$ cat src/rtl/lpm_ctrl.sv
module lpm_ctrl (
  input  logic       clk_in,
  input  logic       rst,
  input  logic       pcon_we,
  input  logic       req_idle,
  input  logic       req_pd,
  input  logic       irq_pend,
  output logic       cpu_ce,
  output logic       per_ce,
  output logic       osc_run,
  output logic [1:0] mode
);
  localparam logic [1:0] M_NORM = 2'b00;
  localparam logic [1:0] M_IDLE = 2'b01;
  localparam logic [1:0] M_PD   = 2'b10;

  logic       phase;
  logic [1:0] mode_q;
  logic [1:0] mode_d;

  assign osc_run = (mode_q != M_PD);
  assign per_ce  = phase & osc_run;
  assign cpu_ce  = phase & (mode_q == M_NORM);
  assign mode    = mode_q;

  always_comb begin
    mode_d = mode_q;
    if (phase) begin
      case (mode_q)
        M_NORM: if (pcon_we) begin
          if (req_pd)        mode_d = M_PD;
          else if (req_idle) mode_d = M_IDLE;
        end
        M_IDLE: if (irq_pend) mode_d = M_NORM;
        default: mode_d = mode_q;
      endcase
    end
  end

  always_ff @(posedge clk_in or posedge rst) begin
    if (rst) begin
      phase  <= 1'b0;
      mode_q <= M_NORM;
    end else begin
      phase  <= phase ^ osc_run;
      mode_q <= mode_d;
    end
  end

  p_half_rate_r1: assert property (@(posedge clk_in) disable iff (rst)
    per_ce |=> !per_ce);
  p_cpu_under_per_r1: assert property (@(posedge clk_in) disable iff (rst)
    cpu_ce |-> per_ce);
  p_idle_entry_r2: assert property (@(posedge clk_in) disable iff (rst)
    (mode == M_NORM && per_ce && pcon_we && req_idle && !req_pd) |=> (mode == M_IDLE));
  p_idle_wake_r3: assert property (@(posedge clk_in) disable iff (rst)
    (mode == M_IDLE && per_ce && irq_pend) |=> (mode == M_NORM));
  p_pd_sticky_r5: assert property (@(posedge clk_in) disable iff (rst)
    (mode == M_PD) |=> (mode == M_PD && !per_ce));
  p_pd_prio_r6: assert property (@(posedge clk_in) disable iff (rst)
    (mode == M_NORM && per_ce && pcon_we && req_pd) |=> (mode == M_PD));
  p_mode_code_r7: assert property (@(posedge clk_in) disable iff (rst)
    mode != 2'b11);
  p_idle_write_ignored_r8: assert property (@(posedge clk_in) disable iff (rst)
    (mode == M_IDLE && !irq_pend) |=> (mode == M_IDLE));
endmodule

$ cat config.mk
export PLATFORM = sky130hd
export DESIGN_NAME = lpm_ctrl
export DESIGN_NICKNAME = d
export VERILOG_FILES = /design/src/rtl/lpm_ctrl.sv
export SDC_FILE = /design/constraint.sdc
export NUM_CORES = 1
export LEC_CHECK = 0
export BUFFER_PORTS_ARGS = -buffer_cell sky130_fd_sc_hd__buf_2
export CORE_AREA = 2 2 39 41
export DETAILED_ROUTE_END_ITERATION = 12
export DIE_AREA = 0 0 41 43
export HOLD_SLACK_MARGIN = 0.06
export PLACE_DENSITY_LB_ADDON = 0.12
export SLEW_MARGIN = 20
export SYNTH_ARGS = -nofsm -noshare
export SYNTH_HDL_FRONTEND = slang
export SYNTH_SLANG_ARGS = --single-unit
export TNS_END_PERCENT = 50
$ cat constraint.sdc
create_clock -name clk_in -period 2.45 [get_ports clk_in]
set_input_delay 0 -clock clk_in [delete_from_list [all_inputs] [get_ports clk_in]]
set_output_delay 0 -clock clk_in [all_outputs]
set_load 0.01 [all_outputs]
==> reports/metrics.cfg <==
[placed_design]
port_buffers=10
place.gp.congestion=0.535

[sta]
fmax_mhz=921
final-max-slew-violation-count=0
rsz0062_at_grt=no
worstMarginPinSlew_ns=0.165
slew_headroom_pct=89.0
timing.final.crit_share_pct=44.3
finalHoldViolCount=0
fin_worst_skew_ns=0.000977
setup_viol=0
setup_tns_ns=0
fin_crit_ns=1.09

[logic_synthesis]
synth_seq_cells=3
netlist_instances=12
synth_top_family_by_area=simple AND/OR/NAND/NOR gates
synth_area_um2=146
syn-num-nets=19
ys_seq_area_share_pct=51.3
synth-compound-area-share_pct=14.5
avgSynthCellArea_um2=12.2
yosys-mux-area-fraction_pct=0
ys_warn_count=0
yosysUniqueCellTypes=9
synth_xor_area_share_pct=0
yosys.area_share.simple_pct=20.5
synthAdderAreaFrac_pct=8.55

[cells_and_area]
finalCoreUtilization_pct=19.0
diodes=0
multi_input_area_um2=63.8
nFillCells=163
seqCellArea_um2=75.1
syn2layout_area_growth_pct=79.5
final_nets=36
drive_above_1_share_pct=53.6

[floorplan]
dieArea_um2=1760
design.portCount=11
rows=14
fp.coreArea_um2=1380
die_h_um=43
initial_utilization_pct=10.6
die_width_um=41

[setup_path]
cp.arrival_ns=1.09
critPathLaunchType=register
path_class=register to output pin
end_kind=output pin
cp_max_fo=4
worstReg2RegStart=phase$_DFF_PP0_
cp-startpoint=mode[0]$_DFFE_PP0P_
crit_chain=inv_1, nand2_1, ha_1, buf_2
required_ns=2.45
max_stage_delay_ns=0.40
cp_slowest_cell=dfrtp_1

[power_and_ir_drop]
p_comb_share_pct=30.7
power_density_nw_per_um2=940
leakage_nw=0.133
ir_drop_uv=162
p_clk_share_pct=34.3
p_sw_w=0.0000799
p_int_w=0.000167
netSwitchingFraction_pct=32.4
p_seq_share_pct=35.0

[clock_network]
clk_latency_ns=0.23
cts_tree=done
h-tree-depth=1
post_cts_buffers=0
clkSinkCount=3
cts_made_buffers=3
clk_pin_slew_ns=0.04
cts_max_path_buffers=2
cts_root_buffer=clkbuf_4

[global_route]
grtUsageTotal_pct=5.74
grt_antenna_before_repair=0
grt_pass1_vias=170
grt_overflow=0
grt_max_degree=6
grt_pass1_wl_um=600

[routing]
routed_wl_um=364
postRouteAntennaNets=0
firstDrtPassIters=3
drc=0
wire_per_inst_um=8.27
vias=160
drtIter0Drc=2
viasPerCell=3.64

[job]
cap_violations=0

[min_path]
hold_path_class=input pin to register
min-delay-start=req_pd

[status]
status=completed

cells by family (layout without fill, tap and decap cells):
family / count (synthesis) / in the layout
and+or+nand+nor: 4 / 4
DFF: 3 / 3
AOI/OAI and AO/OA: 2 / 2
buffers and inverters: 2 / 18
adders and majority gates: 1 / 1
per-layer routing:
layer / GRT usage (%) / wire, um / vias to the layer above
met5: 0 / 0 / -
met4: 6.00 / 0 / 0
met3: 4.71 / 43 / 0
met2: 7.81 / 209 / 5
met1: 4.55 / 111 / 77
li1: - / - / 78
power groups by stage:
stage | Clock (W) | Combinational [W] | Sequential [W]
after floorplan | 0 | 0.0000400 | 0.0000880
after global placement | 0 | 0.0000778 | 0.0000883
after detailed placement | 0 | 0.0000771 | 0.0000872
after CTS | 0.0000903 | 0.0000797 | 0.0000866
after global routing | 0.0000960 | 0.0000903 | 0.0000917
final | 0.0000847 | 0.0000759 | 0.0000863
final cells by class:
class	count	share of cell area, %
multi-input combinational	7	24.3
clock buffer	4	10.0
sequential	3	28.6
inverter	2	2.86
tap	16	7.62
timing repair buffer	12	26.7
cell usage after synthesis, drive strengths merged:
cell    number  area [um2]
dfrtp        3        75.1
inv          2        7.51
a32o         1        10.0
a41o         1        11.3
ha           1        12.5
nand2        1        3.75
nand3b       1        7.51
nor2b        1        6.26
nor3b        1        12.5
per-stage QoR:
stage                     cells  instance area (um2)  setup slack (ns)  power [W]  hold slack, ns
after global routing         44                  263              1.27   0.000278          0.0802
after floorplan              12                  146              1.44   0.000128          -0.246
final                        44                  263              1.36   0.000247          0.0810
after CTS                    44                  263              1.34   0.000257          0.0761
after detailed placement     38                  216              1.51   0.000164          -0.133
after global placement       38                  216              1.50   0.000166          -0.124
placed cells by master, fill, tap and decap left out, types with 2 or more instances in the layout:
cell            n
buf_2          10
dfrtp_1         3
clkbuf_4        3
dlygate4sd3_1   2
inv_1           2
worst max-delay path: cells and delay by family (launching register included):
family / cells / cell delay, ns
fa+ha+maj: 1 / 0.18
buf+inv: 2 / 0.21
simple gates: 1 / 0.06
flops: 1 / 0.40
path summary, 6_finish.rpt:
kind	end	slack (ns)	cells after the start
worst min register to register	phase$_DFF_PP0_	0.56	1
worst min-delay path	mode[1]$_DFFE_PP0P_	0.08	2
worst max-delay path	per_ce	1.36	4
max in group asynchronous	mode[0]$_DFFE_PP0P_	2.15	3
worst max register to register	mode[0]$_DFFE_PP0P_	1.51	2
min in group asynchronous	mode[1]$_DFFE_PP0P_	0.18	3
repair_timing:
item                                   in CTS  in global routing
resized for setup                           0                  0
hold buffers                                2                  0
endpoints found under the hold margin       4                  0
state kept, by name, indices dropped and copies added (netlist names):
| name | flops |
|---|---|
| phase | 1 |
| mode | 2 |
Note: power is estimated with default switching activity, not from simulation.
